### src/rtl/ebs_pkg.sv
package ebs_pkg;

   // bus mode of one machine cycle, sampled at the cycle boundary
   typedef struct packed {
      logic code_ext;
      logic data_req;
      logic data_wide;
      logic movc;
      logic ale_off;
   } cyc_mode_t;

   typedef enum logic {
      HI_FROM_REG  = 1'b0,
      HI_FROM_ADDR = 1'b1
   } hi_src_e;

endpackage

### src/rtl/ebs_phase_ctr.sv
module ebs_phase_ctr #(
   parameter int CYCLE_CLKS = 12,
   localparam int PW = $clog2(CYCLE_CLKS),
   localparam int HALF = CYCLE_CLKS / 2
) (
   input  logic          clk,
   input  logic          rst,
   output logic          cyc_last_o,
   output logic          win_start_o,
   output logic          second_half_o,
   output logic [PW-1:0] win_pos_o
);

   localparam logic [PW-1:0] LAST_C = PW'(CYCLE_CLKS - 1);
   localparam logic [PW-1:0] HALF_C = PW'(HALF);

   logic [PW-1:0] phase_q;

   always_ff @(posedge clk) begin
      if (rst) begin
         phase_q <= '0;
      end else if (phase_q == LAST_C) begin
         phase_q <= '0;
      end else begin
         phase_q <= phase_q + 1'b1;
      end
   end

   always_comb begin
      cyc_last_o    = (phase_q == LAST_C);
      second_half_o = (phase_q >= HALF_C);
      win_pos_o     = second_half_o ? (phase_q - HALF_C) : phase_q;
      win_start_o   = (win_pos_o == '0);
   end

endmodule

### src/rtl/ebs_mode_latch.sv
module ebs_mode_latch
   import ebs_pkg::*;
(
   input  logic      clk,
   input  logic      rst,
   input  logic      cyc_last_i,
   input  cyc_mode_t mode_i,
   output cyc_mode_t mode_o
);

   // the mode only moves on the last clock of a machine cycle
   always_ff @(posedge clk) begin
      if (rst) begin
         mode_o <= '0;
      end else if (cyc_last_i) begin
         mode_o <= mode_i;
      end
   end

endmodule

### src/rtl/ebs_strobe_gen.sv
module ebs_strobe_gen
   import ebs_pkg::*;
#(
   parameter int CYCLE_CLKS    = 12,
   parameter int ALE_WIDTH     = 2,
   parameter int PSEN_START    = 3,
   parameter bit SKIP_LATE_ALE = 1'b0,
   localparam int PW = $clog2(CYCLE_CLKS)
) (
   input  logic          clk,
   input  logic          rst,
   input  logic          second_half_i,
   input  logic [PW-1:0] win_pos_i,
   input  cyc_mode_t     mode_i,
   output logic          ale_o,
   output logic          psen_n_o
);

   localparam logic [PW-1:0] ALE_W_C  = PW'(ALE_WIDTH);
   localparam logic [PW-1:0] PSEN_S_C = PW'(PSEN_START);

   logic ale_win, psen_win, ale_en, ale_skip;
   logic ale_nxt, psen_nxt;

   // which of the two ALE pulses a data cycle gives up
   generate
      if (SKIP_LATE_ALE) begin : g_skip_late
         assign ale_skip = mode_i.data_req & second_half_i;
      end else begin : g_skip_early
         assign ale_skip = mode_i.data_req & ~second_half_i;
      end
   endgenerate

   always_comb begin
      ale_win  = (win_pos_i < ALE_W_C);
      psen_win = (win_pos_i >= PSEN_S_C);
      // suppression is overridden by external code and by bus-using cycles
      ale_en   = ~mode_i.ale_off | mode_i.code_ext | mode_i.data_req | mode_i.movc;
      ale_nxt  = ale_win & ale_en & ~ale_skip;
      psen_nxt = psen_win & mode_i.code_ext & ~mode_i.data_req;
   end

   always_ff @(posedge clk) begin
      if (rst) begin
         ale_o    <= 1'b0;
         psen_n_o <= 1'b1;
      end else begin
         ale_o    <= ale_nxt;
         psen_n_o <= ~psen_nxt;
      end
   end

endmodule

### src/rtl/ebs_addr_path.sv
module ebs_addr_path
   import ebs_pkg::*;
#(
   parameter int ADDR_W = 16,
   parameter int LO_W   = 8,
   localparam int HI_W  = ADDR_W - LO_W
) (
   input  logic              clk,
   input  logic              rst,
   input  logic              win_start_i,
   input  cyc_mode_t         mode_i,
   input  logic [ADDR_W-1:0] addr_i,
   input  logic [HI_W-1:0]   hi_reg_i,
   output logic [HI_W-1:0]   hi_o,
   output logic              hi_strong_o,
   output logic [LO_W-1:0]   lo_o
);

   logic [ADDR_W-1:0] addr_q;
   logic [HI_W-1:0]   reg_q;
   hi_src_e           src_q;
   hi_src_e           src_nxt;

   always_comb begin
      if (mode_i.data_req) begin
         src_nxt = mode_i.data_wide ? HI_FROM_ADDR : HI_FROM_REG;
      end else begin
         src_nxt = mode_i.code_ext ? HI_FROM_ADDR : HI_FROM_REG;
      end
   end

   always_ff @(posedge clk) begin
      if (rst) begin
         addr_q <= '0;
         reg_q  <= '0;
         src_q  <= HI_FROM_REG;
      end else begin
         if (win_start_i) begin
            addr_q <= addr_i;
         end
         reg_q <= hi_reg_i;
         src_q <= src_nxt;
      end
   end

   assign lo_o        = addr_q[LO_W-1:0];
   assign hi_strong_o = (src_q == HI_FROM_ADDR);
   assign hi_o        = hi_strong_o ? addr_q[ADDR_W-1:LO_W] : reg_q;

endmodule

### src/rtl/ext_bus_strobe_seq.sv
module ext_bus_strobe_seq
   import ebs_pkg::*;
#(
   parameter int CYCLE_CLKS    = 12,
   parameter int ALE_WIDTH     = 2,
   parameter int PSEN_START    = 3,
   parameter bit SKIP_LATE_ALE = 1'b0,
   parameter int ADDR_W        = 16,
   parameter int LO_W          = 8
) (
   input  logic                   clk,
   input  logic                   rst,
   input  logic                   code_ext_i,
   input  logic                   data_req_i,
   input  logic                   data_wide_i,
   input  logic                   movc_i,
   input  logic                   ale_off_i,
   input  logic [ADDR_W-1:0]      addr_i,
   input  logic [ADDR_W-LO_W-1:0] hi_reg_i,
   output logic                   ale_o,
   output logic                   psen_n_o,
   output logic [ADDR_W-LO_W-1:0] hi_o,
   output logic                   hi_strong_o,
   output logic [LO_W-1:0]        lo_o
);

   localparam int PW   = $clog2(CYCLE_CLKS);
   localparam int HALF = CYCLE_CLKS / 2;

   generate
      if ((CYCLE_CLKS % 2) != 0 || CYCLE_CLKS < 4) begin : g_bad_cycle
         $error("CYCLE_CLKS must be even and at least 4");
      end
      if (ALE_WIDTH < 1 || ALE_WIDTH >= PSEN_START) begin : g_bad_ale
         $error("ALE_WIDTH must be at least 1 and end before PSEN_START");
      end
      if (PSEN_START >= HALF) begin : g_bad_psen
         $error("PSEN_START must fall inside a half cycle");
      end
      if (LO_W < 1 || ADDR_W <= LO_W) begin : g_bad_addr
         $error("ADDR_W must exceed LO_W");
      end
   endgenerate

   cyc_mode_t     mode_in, mode_q;
   logic          cyc_last, win_start, second_half;
   logic [PW-1:0] win_pos;

   always_comb begin
      mode_in.code_ext  = code_ext_i;
      mode_in.data_req  = data_req_i;
      mode_in.data_wide = data_wide_i;
      mode_in.movc      = movc_i;
      mode_in.ale_off   = ale_off_i;
   end

   ebs_phase_ctr #(
      .CYCLE_CLKS(CYCLE_CLKS)
   ) u_phase (
      .clk          (clk),
      .rst          (rst),
      .cyc_last_o   (cyc_last),
      .win_start_o  (win_start),
      .second_half_o(second_half),
      .win_pos_o    (win_pos)
   );

   ebs_mode_latch u_mode (
      .clk       (clk),
      .rst       (rst),
      .cyc_last_i(cyc_last),
      .mode_i    (mode_in),
      .mode_o    (mode_q)
   );

   ebs_strobe_gen #(
      .CYCLE_CLKS   (CYCLE_CLKS),
      .ALE_WIDTH    (ALE_WIDTH),
      .PSEN_START   (PSEN_START),
      .SKIP_LATE_ALE(SKIP_LATE_ALE)
   ) u_strobe (
      .clk          (clk),
      .rst          (rst),
      .second_half_i(second_half),
      .win_pos_i    (win_pos),
      .mode_i       (mode_q),
      .ale_o        (ale_o),
      .psen_n_o     (psen_n_o)
   );

   ebs_addr_path #(
      .ADDR_W(ADDR_W),
      .LO_W  (LO_W)
   ) u_addr (
      .clk        (clk),
      .rst        (rst),
      .win_start_i(win_start),
      .mode_i     (mode_q),
      .addr_i     (addr_i),
      .hi_reg_i   (hi_reg_i),
      .hi_o       (hi_o),
      .hi_strong_o(hi_strong_o),
      .lo_o       (lo_o)
   );

endmodule

### config.mk
export PLATFORM = sky130hd
export DESIGN_NAME = ext_bus_strobe_seq
export DESIGN_NICKNAME = d
export VERILOG_FILES = /design/src/rtl/ebs_pkg.sv /design/src/rtl/ebs_phase_ctr.sv /design/src/rtl/ebs_mode_latch.sv /design/src/rtl/ebs_strobe_gen.sv /design/src/rtl/ebs_addr_path.sv /design/src/rtl/ext_bus_strobe_seq.sv
export SDC_FILE = /design/constraint.sdc
export NUM_CORES = 1
export LEC_CHECK = 0
export BUFFER_PORTS_ARGS = -buffer_cell sky130_fd_sc_hd__buf_4
export CAP_MARGIN = 30
export CORE_UTILIZATION = 35
export DETAILED_ROUTE_END_ITERATION = 10
export GPL_TIMING_DRIVEN = 0
export PLACE_DENSITY = 0.57
export SYNTH_ARGS = -nofsm -noshare
export SYNTH_HDL_FRONTEND = slang
export SYNTH_SLANG_ARGS = --single-unit
### constraint.sdc
create_clock -name clk -period 3.9 [get_ports clk]
set_input_delay 0.78 -clock clk [delete_from_list [all_inputs] [get_ports clk]]
set_output_delay 0.78 -clock clk [all_outputs]
set_load 0.05 [all_outputs]
==> summary by stage <==
Worst setup path
By startpoint and endpoint, the worst setup path is classified as reg2out. The startpoint identified for the worst register-to-register timing path is u_phase.phase_q[1]. In this run the worst path has a maximum fanout of 8.

The critical path ends at hi_o[3]. The kind of end point of the critical path is a primary output. The most critical setup path has its startpoint at u_addr.hi_strong_o. The critical path startpoint category is a register. The number of cells on the worst reg-to-reg path is 4. The largest stage delay on the critical path is 400 ps. The reg-to-reg endpoint is u_addr.addr_q[9].

Data on the critical path arrives at its endpoint at 1580 ps. On the critical path, the stage with the largest delay is an instance of sky130_fd_sc_hd__mux2_2. For flop-to-flop paths, the worst setup slack is 2170 ps. The number of buffers and inverters on the critical path is 2. The kind of cell with the highest combined delay on the critical path is buffers and inverters. The number of cells on the critical path is 3. The required time reported for the critical path endpoint is 3120 ps. The critical path goes through clkbuf_1, mux2_2, buf_4.

STA
Based on the critical path, the design can be clocked at up to 423 MHz. The number of pins with negative max-slew slack in the final report is 0. The ratio of final minimum period to clock period is 60.6%. The worst slew slack as a fraction of its limit is 57.1%. The post-route minimum period is 2360 ps. At the pin with the least slew margin, the transition time is 639 ps. Setup violations remaining at the end of the flow were counted as 0. The number of endpoints with negative hold slack in the final report is 0. The worst path meets setup with 1540 ps of slack. The setup skew after layout is 7.23 ps.

Summed over all failing endpoints, the final setup total negative slack is 0 ps. Setup repair after global routing left no endpoint under its margin.

Die
The die width is 69.8 um. The initial standard-cell utilization of the core is 36.6%. The overall die height is 69.8 um. During I/O placement, the number of pins put on the boundary was 50. The count of standard-cell rows is 24. The total die area is 4870 um2. The total area inside the core boundary comes to 4380 um2.

Synthesis
In this run, synthesis produced a sequential element count of 36. The area of the mapped netlist is 1610 um2. The yosys synthesis warning count is 0.

The cell taking the most area after synthesis is sky130_fd_sc_hd__dfxtp_1. The fraction of synthesized cell area taken by the top area cell type is 44.9%. By area the synthesized netlist is led by sky130_fd_sc_hd__dfxtp_1, sky130_fd_sc_hd__mux2i_1, sky130_fd_sc_hd__nand2b_1, sky130_fd_sc_hd__mux2_2, sky130_fd_sc_hd__buf_4.

The synthesized netlist contains 26 unique library cells. The proportion of synthesized chip area in sequential cells is 44.9%. The leading cell type by number of instances after synthesis is sky130_fd_sc_hd__dfxtp_1. The post-synthesis async set-or-reset flop share is 0%.

The most used flip-flop cell after synthesis is sky130_fd_sc_hd__dfxtp_1. Synthesis produced 156 cells. The commonest cells after synthesis are sky130_fd_sc_hd__dfxtp_1, sky130_fd_sc_hd__nand2b_1, sky130_fd_sc_hd__mux2i_1.

The mean post-synth cell area is 10.3 um2. Counting every net in the synthesized netlist gives 189. The number of synthesized flops with an enable pin is 0.

Detailed routing
Once detail routing completed, the nets flagged for antenna violations numbered 0. The final routed DRC violation total is 0. The number of detailed-route iterations in the first pass is 4. The post-detailed-routing wire length is 3.15 mm. The number of vias after detailed routing is 1,174. The detail-routed net length per standard cell is 11.9 um. The detailed router finished its first iteration with 49 violations.

The post-detailed-route via-to-cell ratio is 4.43.

Worst hold path
The path class of the tightest hold or removal check is reg2reg.

Layout
At the end of the flow, the number of nets in the layout was 245. The fraction of layout cells with a size suffix above 1 is 36.6%. Cells fill 48.7% of the core in the end.

The diode insertion count for antenna repair is 0. The area added between synthesis and finish is 32.8%. After the flow finishes, the layout carries non-filler instances totaling 265.

Power and ir drop
In this run, flip-flops and latches consume 46.9% of the power. The leakage power figure is 0.974 nW. IR analysis of the VDD net gives a maximum drop of 0.231 mV. In this run switching power makes up 28.1% of total power.

Power spread over the standard cell area amounts to 409 nW/um2. The total internal power is 0.627 mW. In this run the power spent charging and discharging nets is 0.245 mW. The clock network is responsible for 31.2% of the overall power. The combinational cell fraction of total power is 21.9%. The completed layout was analyzed and its total power is 0.872 mW.

Clocking
The clock latency on the worst-skew pair is 290 ps. After clock tree synthesis, the setup repair step added 0 buffers. The number of gates resized after CTS was 0.

The cell sitting at the root of the clock tree is a sky130_fd_sc_hd__clkbuf_8. The clock sink count is 36. The number of H-tree levels is 2. Counting along the longest clock path gives a buffer depth of 2. Clock-pin slew was measured on the worst setup and hold paths at 70 ps. The TritonCTS clock tree is built. The quantity of hold-fixing buffers added after cts is 0. Buffers inserted during clock tree synthesis total 5.

Placed design
Detailed placement finished with a half-perimeter wire length of 2.38 mm. The number of I/O port buffers is 49. The placer's final routability congestion estimate is 0.732. The cell count after placement is 257. The worst setup slack before clock tree synthesis is 1820 ps.

Global route
The first-pass GRT wire length is 5.10 mm. For this run, the total global-route usage over all layers was measured as 13.5%. The number of global-route vias before repair is 1,107. The remaining global-route overflow is 0.

The number of antenna violations at the first check in global routing came to 0. Entering global routing, the biggest net connects 12 pins.

Flow run
Across the run, the number of max-cap violations was 0.

Status
The flow ran to the end, and the final reports show no timing, DRC or antenna violations.
per-layer routing:
metal	GRT usage (%)	wire length, um
met1	16.3	1440
met2	21.1	1450
met3	4.36	213
met4	7.33	52
met5	0	0
power groups by stage:
| stage | Combinational, mW | Sequential [mW] | Clock [mW] |
|---|---|---|---|
| final | 0.191 | 0.409 | 0.272 |
| after global routing | 0.204 | 0.412 | 0.298 |
| after CTS | 0.193 | 0.409 | 0.280 |
| after detailed placement | 0.193 | 0.418 | 0 |
| after global placement | 0.190 | 0.417 | 0 |
| after floorplan | 0.131 | 0.418 | 0 |
cells in the final DEF, fill, tap and decap left out:
cell type / count
sky130_fd_sc_hd__clkbuf_1: 8
sky130_fd_sc_hd__mux2i_1: 22
sky130_fd_sc_hd__mux2_2: 8
sky130_fd_sc_hd__nand4b_1: 1
sky130_fd_sc_hd__a21oi_1: 3
sky130_fd_sc_hd__nand2_1: 3
sky130_fd_sc_hd__nand3_1: 1
sky130_fd_sc_hd__nor4_4: 1
sky130_fd_sc_hd__ha_1: 2
sky130_fd_sc_hd__inv_1: 1
sky130_fd_sc_hd__buf_6: 2
sky130_fd_sc_hd__clkbuf_8: 6
sky130_fd_sc_hd__or3b_2: 1
sky130_fd_sc_hd__nor4b_1: 1
sky130_fd_sc_hd__nor2b_1: 8
sky130_fd_sc_hd__nand3b_1: 1
sky130_fd_sc_hd__a211o_1: 1
sky130_fd_sc_hd__buf_4: 57
sky130_fd_sc_hd__o21ai_0: 1
sky130_fd_sc_hd__nor4_1: 1
sky130_fd_sc_hd__nor3_1: 3
sky130_fd_sc_hd__nor2b_4: 1
sky130_fd_sc_hd__dfxtp_1: 36
sky130_fd_sc_hd__a31oi_1: 1
sky130_fd_sc_hd__nor2_1: 8
sky130_fd_sc_hd__and2b_4: 1
sky130_fd_sc_hd__nand2b_1: 33
sky130_fd_sc_hd__clkinvlp_4: 1
tightest hold or removal path, cell delays in order, from the launching register on:
cell	delay, ps
sky130_fd_sc_hd__dfxtp_1	310
sky130_fd_sc_hd__nand2b_1	60
sky130_fd_sc_hd__mux2i_1	60
stage by stage:
stage	cell area [um2]	hold slack, ps
after detailed placement	2040	466
after global placement	2040	456
after global routing	2130	489
final	2130	474
after CTS	2130	477
after floorplan	1610	444
registers in the layout, indices dropped and copies added, names as in the netlist:
name and count:
u_addr.addr_q 16, u_addr.reg_q 8, u_mode.mode_o 5, u_phase.phase_q 4, u_addr.hi_strong_o 1, u_strobe.ale_o 1
u_strobe.psen_n_o 1
how the worst min path moves through the flow:
stage,from,to,slack [ps],cells after the start
floorplan,u_mode.mode_o[2],u_addr.hi_strong_o,440,2
global placement,u_addr.addr_q[14],u_addr.addr_q[14],460,2
detailed placement,u_addr.addr_q[11],u_addr.addr_q[11],470,2
global route,u_addr.addr_q[1],u_addr.addr_q[1],490,2
CTS,u_addr.addr_q[14],u_addr.addr_q[14],480,2
finish,u_addr.addr_q[14],u_addr.addr_q[14],470,2
cell type report:
type | instances | area [um2]
inverters | 1 | 3.75
clock buffers | 7 | 86.3
flip-flops and latches | 36 | 721
well taps | 52 | 65.1
repair buffers | 49 | 368
plain buffers | 17 | 109
clock inverters | 1 | 7.51
multi-input cells | 102 | 773
fillers | 420 | 2250
cell families after synthesis:
logic type,Yosys count,share of synthesized area [%]
AO/OA/AOI/OAI,6,2.18
adder cells (fa/ha/maj),2,1.56
buffers and inverters,18,7.01
flip-flops,36,44.9
multiplexers,30,19.3
AND/OR/NAND/NOR,64,25.1
No activity file was read; power rests on OpenSTA's default activity.
